**src/rtl/fkg_pkg.sv**
```systemverilog
package fkg_pkg;
  parameter logic [127:0] FKG_DEF_TAPS =
      (128'd1 << 3)  | (128'd1 << 22) | (128'd1 << 41) | (128'd1 << 58) |
      (128'd1 << 77) | (128'd1 << 90) | (128'd1 << 109) | (128'd1 << 123);
  parameter int unsigned FKG_DEF_SKIP = 37;
endpackage

```
**src/rtl/fkg_ring_core.sv**
```systemverilog
module fkg_ring_core #(
  parameter int unsigned     N    = 128,
  parameter logic [N-1:0]    MASK = '0,
  parameter int unsigned     SKIP = 37
) (
  input  logic         clk_i,
  input  logic         rst_ni,
  input  logic         load_i,
  input  logic [N-1:0] seed_i,
  input  logic         step_i,
  output logic         out_bit_o
);
  logic [N-1:0] cell_q, cell_d, seed_fix;

  // all-zero seed would lock the ring at zero
  assign seed_fix = seed_i | {{(N-1){1'b0}}, ~|seed_i};

  for (genvar i = 0; i < N; i++) begin : g_cell
    localparam int unsigned NXT = (i + 1) % N;
    localparam int unsigned FBS = (i + SKIP) % N;
    if (MASK[i]) begin : g_tap
      logic       carry_q;
      logic [1:0] sum;
      assign sum = 2'(cell_q[NXT]) + 2'(cell_q[FBS]) + 2'(carry_q);
      assign cell_d[i] = sum[0];
      always_ff @(posedge clk_i or negedge rst_ni) begin
        if (!rst_ni)     carry_q <= 1'b0;
        else if (load_i) carry_q <= 1'b0;
        else if (step_i) carry_q <= sum[1];
      end
    end else begin : g_shift
      assign cell_d[i] = cell_q[NXT];
    end
  end

  always_ff @(posedge clk_i or negedge rst_ni) begin
    if (!rst_ni)     cell_q <= {{(N-1){1'b0}}, 1'b1};
    else if (load_i) cell_q <= seed_fix;
    else if (step_i) cell_q <= cell_d;
  end

  assign out_bit_o = cell_q[0];
endmodule

```
**src/rtl/fkg_key_collector.sv**
```systemverilog
module fkg_key_collector #(
  parameter int unsigned W = 128
) (
  input  logic         clk_i,
  input  logic         rst_ni,
  input  logic         load_i,
  input  logic         step_i,
  input  logic         bit_i,
  output logic [W-1:0] key_o,
  output logic         ready_o
);
  localparam int unsigned CNT_W = $clog2(W);

  logic [CNT_W-1:0] cnt_q;
  logic [W-1:0]     coll_q, coll_nxt;
  logic             last;

  assign coll_nxt = {bit_i, coll_q[W-1:1]};
  assign last     = (cnt_q == CNT_W'(W - 1));

  always_ff @(posedge clk_i or negedge rst_ni) begin
    if (!rst_ni) begin
      cnt_q   <= '0;
      coll_q  <= '0;
      key_o   <= '0;
      ready_o <= 1'b0;
    end else if (load_i) begin
      cnt_q   <= '0;
      coll_q  <= '0;
      ready_o <= 1'b0;
    end else if (step_i) begin
      coll_q  <= coll_nxt;
      ready_o <= last;
      if (last) begin
        key_o <= coll_nxt;
        cnt_q <= '0;
      end else begin
        cnt_q <= cnt_q + 1'b1;
      end
    end else begin
      ready_o <= 1'b0;
    end
  end
endmodule

```
**src/rtl/fcsr_key_gen.sv**
```systemverilog
module fcsr_key_gen #(
  parameter int unsigned        KEY_W   = 128,
  parameter logic [KEY_W-1:0]   FB_MASK = KEY_W'(fkg_pkg::FKG_DEF_TAPS),
  parameter int unsigned        FB_SKIP = fkg_pkg::FKG_DEF_SKIP
) (
  input  logic             clk_i,
  input  logic             rst_ni,
  input  logic             load_i,
  input  logic [KEY_W-1:0] seed_i,
  input  logic             en_i,
  output logic [KEY_W-1:0] key_o,
  output logic             key_ready_o
);
  logic out_bit;

  fkg_ring_core #(.N(KEY_W), .MASK(FB_MASK), .SKIP(FB_SKIP)) u_core (
    .clk_i    (clk_i),
    .rst_ni   (rst_ni),
    .load_i   (load_i),
    .seed_i   (seed_i),
    .step_i   (en_i),
    .out_bit_o(out_bit)
  );

  fkg_key_collector #(.W(KEY_W)) u_coll (
    .clk_i  (clk_i),
    .rst_ni (rst_ni),
    .load_i (load_i),
    .step_i (en_i),
    .bit_i  (out_bit),
    .key_o  (key_o),
    .ready_o(key_ready_o)
  );
endmodule

```
**config.mk**
```make
export PLATFORM = sky130hd
export DESIGN_NAME = fcsr_key_gen
export DESIGN_NICKNAME = d
export VERILOG_FILES = /design/src/rtl/fkg_pkg.sv /design/src/rtl/fkg_ring_core.sv /design/src/rtl/fkg_key_collector.sv /design/src/rtl/fcsr_key_gen.sv
export SDC_FILE = /design/constraint.sdc
export NUM_CORES = 1
export LEC_CHECK = 0
export CAP_MARGIN = 10
export CORE_MARGIN = 4
export CORE_UTILIZATION = 30
export DETAILED_ROUTE_END_ITERATION = 16
export DONT_BUFFER_PORTS = 1
export GPL_ROUTABILITY_DRIVEN = 0
export SLEW_MARGIN = 40
export SYNTH_ARGS = -nofsm -noshare
export SYNTH_HDL_FRONTEND = slang
export SYNTH_SLANG_ARGS = --single-unit
```
**constraint.sdc**
```tcl
create_clock -name clk_i -period 2.4 [get_ports clk_i]
set_input_delay 0.24 -clock clk_i [delete_from_list [all_inputs] [get_ports clk_i]]
set_output_delay 0.24 -clock clk_i [all_outputs]
set_load 0.005 [all_outputs]
```
==> flow_metrics.tcl, run 1 <==
set metrics [dict create \
    portBuffers 0 \
    ctsResizeCount 0 \
    async_reset_ff_share_pct 100 \
    dieWidth_um 248 \
    clockBufferDepth 3 \
    syn_nets 1526 \
    synth_top_area_cell "dfrtp_1" \
    cts_htree_levels 2 \
    synth_top_area_share_pct 57.4 \
    dp_hpwl_um 22800 \
    synth_most_common_cell "dfrtp_1" \
    synth_cell_types 31 \
    synth_edf_count 0 \
    cts_sinks 399 \
    stop_stage "clock tree synthesis" \
    stop_error "[ERROR RSZ-0060] Max buffer count reached." \
    die_h_um 248 \
    start_util_pct 30.5 \
    ys.flop_type "dfrtp_1" \
    root_buffer "clkbuf_16" \
    ioPinCount 261 \
    num_rows 87 \
    yosys_warnings 0 \
    cts_buffers 45 \
    synthTopCellsByCount "dfrtp_1 (398), mux2i_1 (247), nor2_1 (142)" \
    netlist_instances 1385 \
    synth_area_leaders "dfrtp_1 (57%), mux2i_1 (14%), mux2_4 (9.4%)" \
    cts_hold_buf 429 \
    syn_avg_cell_area_um2 12.5 \
    seq_area_frac_synth_pct 57.6 \
    postCtsSetupRepairBufs 0 \
    ys_ff_latch 399 \
    syn_area_um2 17300 \
    status "stopped before the end" \
]
-- metrics by stage --
step	std cells	hold WS, ns	cell area [um^2]	util [%]	setup slack [ns]
floorplan	1385	-0.0556	17300	-	0.737
global placement	2062	-0.0386	17800	31.4	0.467
detailed placement	2062	-0.0368	17800	31.4	0.437
-- cell families after synthesis --
logic type / after synthesis / share of synthesized area, %
AND/OR/NAND/NOR: 334 / 8.07
multiplexers: 375 / 24.9
flip-flops: 399 / 57.6
AO/OA/AOI/OAI: 151 / 4.49
XOR/XNOR: 3 / 0.151
buffers and inverters: 114 / 3.81
adder cells (fa/ha/maj): 9 / 0.995
==> run 2, diff against run 1 <==
Settings changed: CORE_UTILIZATION 30 to 20, PLACE_DENSITY_LB_ADDON set to 0.15.
==> flow_metrics.tcl, run 2 <==
set metrics [dict create \
    max_freq_mhz 462 \
    multi_input_area_um2 6700 \
    synth_most_common_cell "dfrtp_1" \
    status "finished clean" \
    swShare_pct 23.6 \
    hp-class "in2reg" \
    max-slew-margin-rel_pct 49.3 \
    fillers 8776 \
    cts_htree_levels 2 \
    drc 0 \
    portBuffers 0 \
    cts_tree "yes" \
    hold_viol 0 \
    vdd_ir_drop_max_mv 0.434 \
    drtIter0Drc 489 \
    critPathLaunch "seed_i[60]" \
    dp_hpwl_um 26100 \
    fin_nets 1961 \
    netlist_instances 1385 \
    critPathKind "in2reg" \
    grt_setup_unrepaired "no" \
    synth_cell_types 31 \
    synth_area_leaders "dfrtp_1 (57%), mux2i_1 (14%), mux2_4 (9.4%)" \
    drt-total-wl_um 49400 \
    regArea_um2 9990 \
    fin_crit_ns 2.17 \
    dieArea_um2 91500 \
    power.density_nw_per_um2 650 \
    post-route-period-util_pct 90.3 \
    maxCapViolations 0 \
    postCtsSetupRepairBufs 0 \
    clk_latency_ns 0.60 \
    drive_above_1_share_pct 11.9 \
    via_count 12000 \
    top_regs "u_coll.key_o (128), u_core.cell_q (128), u_coll.coll_q (127)" \
    grt_util_all_layers_pct 10.7 \
    p_sw_uw 3790 \
    cts_sinks 399 \
    crit_fanout 2 \
    setup_slack_ns 0.234 \
    setup_tns_ns 0 \
    num_rows 107 \
    cts_buffers 50 \
    grt_max_degree 400 \
    power_uw 16100 \
    clk_pin_slew_ns 0.06 \
    skew_ns 0.0462 \
    grt_pass1_wl_um 78000 \
    ys_ff_latch 399 \
    syn_avg_cell_area_um2 12.5 \
    mostFrequentLayoutCell "dlygate4sd3_1" \
    root_buffer "clkbuf_16" \
    syn_nets 1526 \
    async_reset_ff_share_pct 100 \
    drv_slew 0 \
    finalSetupViolations 0 \
    holdCritStartpoint "load_i" \
    ctsResizeCount 0 \
    drtPass1Iterations 5 \
    area_growth_pct 42.6 \
    fin_util_pct 28.9 \
    ys.flop_type "dfrtp_1" \
    die_h_um 303 \
    grt_pass1_vias 13200 \
    power_frac_clock_pct 46.8 \
    p_leak_uw 0.0115 \
    syn_area_um2 17300 \
    wire_per_inst_um 16.5 \
    gr-total-overflow 0 \
    start_util_pct 20.3 \
    p_int_uw 12300 \
    dieWidth_um 303 \
    synth_top_area_cell "dfrtp_1" \
    coreArea_um2 85500 \
    crit_required_ns 2.94 \
    synth_top_area_share_pct 57.4 \
    synth_edf_count 0 \
    end_kind "flip-flop" \
    clockBufferDepth 3 \
    arrival_ns 2.70 \
    start_kind "input port" \
    final_cell_mix "dlygate4sd3_1 (459), dfrtp_1 (398), mux2i_1 (247), nor2_1 (142), nand2_1 (139)" \
    yosys_warnings 0 \
    pwr-share-seq_pct 44.3 \
    r2r_start "u_core.cell_q[18]$_DFFE_PN0P_" \
    p_comb_share_pct 8.9 \
    synthTopCellsByCount "dfrtp_1 (398), mux2i_1 (247), nor2_1 (142)" \
    seq_area_frac_synth_pct 57.6 \
    antenna_found_initial 1 \
    pre_cts_ws_ns 0.176 \
    insertedDiodeCount 0 \
    ant_nets 0 \
    ioPinCount 261 \
    worstMarginPinSlew_ns 0.754 \
    via_per_inst 3.98 \
]
## run 2: final cells by class
cell class / instances / area share [%]
well taps: 1144 / 5.79
flip-flops and latches: 399 / 40.4
clock buffers: 75 / 5.88
clock inverters: 15 / 0.774
repair buffers: 473 / 19.7
inverters: 24 / 0.364
multi-input cells: 872 / 27.1
## run 2: path summary, 6_finish.rpt
kind,endpoint,slack [ns],cells after the start
max in group asynchronous,u_coll.key_o[101]$_DFFE_PN0P_,0.63,4
min in group asynchronous,u_coll.key_o[127]$_DFFE_PN0P_,0.28,2
worst min register to register,u_coll.key_o[68]$_DFFE_PN0P_,0.49,1
worst max register to register,u_core.cell_q[109]$_DFFE_PN0P_,0.39,6
worst min-delay path,u_coll.key_o[13]$_DFFE_PN0P_,0.27,3
worst max-delay path,u_core.cell_q[0]$_DFFE_PN1P_,0.23,7
## run 2: worst max-delay path: stages
cell           delay [ns]
dlygate4sd3_1        0.57
nor4_1               0.34
nand4_1              0.19
nor4_1               0.54
nand2_1              0.09
a31oi_1              0.17
dlygate4sd3_1        0.56
## run 2: timing repair
item                                    CTS  global route
endpoints found under the setup margin    0             0
hold buffers                            460             2
hold endpoints to repair                669           297
## run 2: stage by stage
step,hold slack (ns),std cells,instance area (um^2)
2_1_floorplan,-0.0556,1385,17300
3_3_place_gp,-0.0305,2447,18300
3_5_place_dp,-0.0187,2447,18300
4_1_cts,-0.670,2997,24600
5_1_grt,0.189,3002,24700
6_report,0.271,3002,24700
## run 2: metal layers
layer | global-route usage [%] | wire [um]
met1 | 13.5 | 21800
met2 | 18.0 | 23500
met3 | 2.91 | 3000
met4 | 2.96 | 1120
met5 | 0 | 0
## run 2: logic make-up after synthesis
logic type,after synthesis,share of synthesized area (%)
flops,399,57.6
mux,375,24.9
simple gates,334,8.07
compound gates,151,4.49
buf+inv,114,3.81
fa+ha+maj,9,0.995
xor+xnor,3,0.151
## run 2: power by group through the flow
stage               logic, uW  clock network (uW)  registers [uW]
finish                   1430                7530            7120
global route             1600                8210            7150
CTS                      1260                7940            7120
detailed placement        505                   0            7240
global placement          496                   0            7240
floorplan                 609                   0            7190
(Power assumes the default switching activity.)
==> run 3, diff against run 2 <==
Settings changed: PLACE_DENSITY_LB_ADDON 0.15 to not set.
==> flow_metrics.tcl, run 3 (synthesis gave the netlist of run 2 again) <==
set metrics [dict create \
    status "finished clean" \
    p_int_uw 12300 \
    critPathKind "reg2reg" \
    pre_cts_ws_ns 0.444 \
    via_count 12200 \
    min_to "u_core.cell_q[0]$_DFFE_PN1P_" \
    drtIter0Drc 649 \
    cts_buffers 47 \
    die_h_um 303 \
    arrival_ns 2.59 \
    wire_per_inst_um 17.1 \
    crit_fanout 3 \
    top_layer "met5" \
    drv_slew 0 \
    dp_hpwl_um 25600 \
    critPathLaunch "u_core.cell_q[18]$_DFFE_PN0P_" \
    gr-total-overflow 0 \
    p_comb_share_pct 9.3 \
    vdd_ir_drop_max_mv 0.433 \
    holdCritStartpoint "seed_i[107]" \
    r2r_cells 6 \
    grt_pass1_vias 13800 \
    worstMarginPinSlew_ns 0.731 \
    hp-class "in2reg" \
    max-slew-margin-rel_pct 50.8 \
    skew_ns 0.0332 \
    r2r-end "u_core.cell_q[109]$_DFFE_PN0P_" \
    final_cell_mix "dlygate4sd3_1 (415), dfrtp_1 (398), mux2i_1 (247), nor2_1 (142), nand2_1 (139)" \
    crit_required_ns 2.93 \
    dieWidth_um 303 \
    finalSetupViolations 0 \
    dieArea_um2 91500 \
    insertedDiodeCount 0 \
    portBuffers 0 \
    post-route-period-util_pct 85.8 \
    holdPathStages 6 \
    grt_max_degree 400 \
    num_rows 107 \
    place_area_um2 18300 \
    top_regs "u_coll.key_o (128), u_core.cell_q (128), u_coll.coll_q (127)" \
    power_frac_clock_pct 46.6 \
    coreArea_um2 85500 \
    clk_latency_ns 0.59 \
    clockBufferDepth 3 \
    via_per_inst 4.13 \
    area_growth_pct 40.2 \
    fin_util_pct 28.4 \
    r2r_start "u_core.cell_q[18]$_DFFE_PN0P_" \
    drt-total-wl_um 50500 \
    hold_slack_ns 0.121 \
    postLayoutCellArea_um2 24300 \
    fin_nets 1917 \
    grt_setup_unrepaired "no" \
    antenna_found_initial 1 \
    drtPass1Iterations 4 \
    wl_met2_um 24800 \
    clk_pin_slew_ns 0.06 \
    grt_pass1_wl_um 78900 \
    swShare_pct 23.9 \
    root_buffer "clkbuf_16" \
    setup_tns_ns 0 \
    cts_tree "yes" \
    cts_sinks 399 \
    end_kind "flip-flop" \
    regToRegSetupSlack_ns 0.34 \
    cts_htree_levels 2 \
    maxCapViolations 0 \
    dr_wl_met3_um 3850 \
    max_freq_mhz 486 \
    start_util_pct 20.3 \
    start_kind "flip-flop" \
    fin_crit_ns 2.06 \
    met1_length_um 20200 \
    power.density_nw_per_um2 666 \
    ioPinCount 261 \
    grt_util_all_layers_pct 10.9 \
    drive_above_1_share_pct 12.5 \
    hold_viol 0 \
    drc 0 \
    setup_slack_ns 0.342 \
    ant_nets 0 \
    p_sw_uw 3870 \
    pwr-share-seq_pct 44.1 \
    mostFrequentLayoutCell "dlygate4sd3_1" \
    p_leak_uw 0.0114 \
]
[run 3: cell count changes in the layout (fill, tap and decap cells not counted), sizes merged]
cell | previous run | this run
bufinv | 2 | 6
clkinv | 7 | 12
inv | 27 | 29
clkinvlp | 3 | 1
buf | 14 | 17
clkbuf | 75 | 62
dlygate4sd3 | 459 | 415
[run 3: worst max-delay path by stage]
| stage | cells past startpoint | to | slack, ns |
|---|---|---|---|
| global route | 6 | u_core.cell_q[109]$_DFFE_PN0P_ | 0.14 |
| finish | 6 | u_core.cell_q[109]$_DFFE_PN0P_ | 0.34 |
| global placement | 5 | u_core.cell_q[0]$_DFFE_PN1P_ | -0.14 |
| detailed placement | 7 | u_core.cell_q[0]$_DFFE_PN1P_ | 0.44 |
| CTS | 6 | u_core.cell_q[109]$_DFFE_PN0P_ | 0.31 |
| floorplan | 7 | u_coll.key_o[0]$_DFFE_PN0P_ | 0.74 |
[run 3: power groups by stage]
stage	logic [uW]	registers (uW)	clock network (uW)
2_1_floorplan	609	7190	0
3_3_place_gp	495	7240	0
3_5_place_dp	518	7250	0
4_1_cts	1290	7130	7800
5_1_grt	1660	7170	8090
6_report	1510	7150	7550
[run 3: layer usage]
metal | GRT usage, % | up-vias
li1 | - | 5573
met1 | 12.6 | 6152
met2 | 18.6 | 365
met3 | 3.76 | 121
met4 | 4.02 | 2
met5 | 0 | -
[run 3: repair_timing]
action	4_1_cts	5_1_grt
setup buffers	0	0
hold endpoints to repair	669	280
hold buffers	419	2
gates resized for setup	0	0
[run 3: critical path, stage by stage, from the launching register on]
cell and delay (ns):
dfrtp_1 0.41, inv_1 0.23, fa_1 0.47, nand2_1 0.08, o21ai_0 0.08, o21ai_0 0.14, dlygate4sd3_1 0.57
[run 3: through the flow]
stage / cells / total power (uW)
global route: 2957 / 16900
floorplan: 1385 / 7800
global placement: 2446 / 7730
CTS: 2952 / 16200
detailed placement: 2447 / 7770
finish: 2957 / 16200
[run 3: final cells by class]
type | instances | area (um^2)
clock buffers | 62 | 1280
clock inverters | 24 | 357
fillers | 8528 | 61200
inverters | 24 | 90.1
multi-input cells | 872 | 6710
flip-flops and latches | 399 | 9990
well taps | 1144 | 1430
repair buffers | 432 | 4470
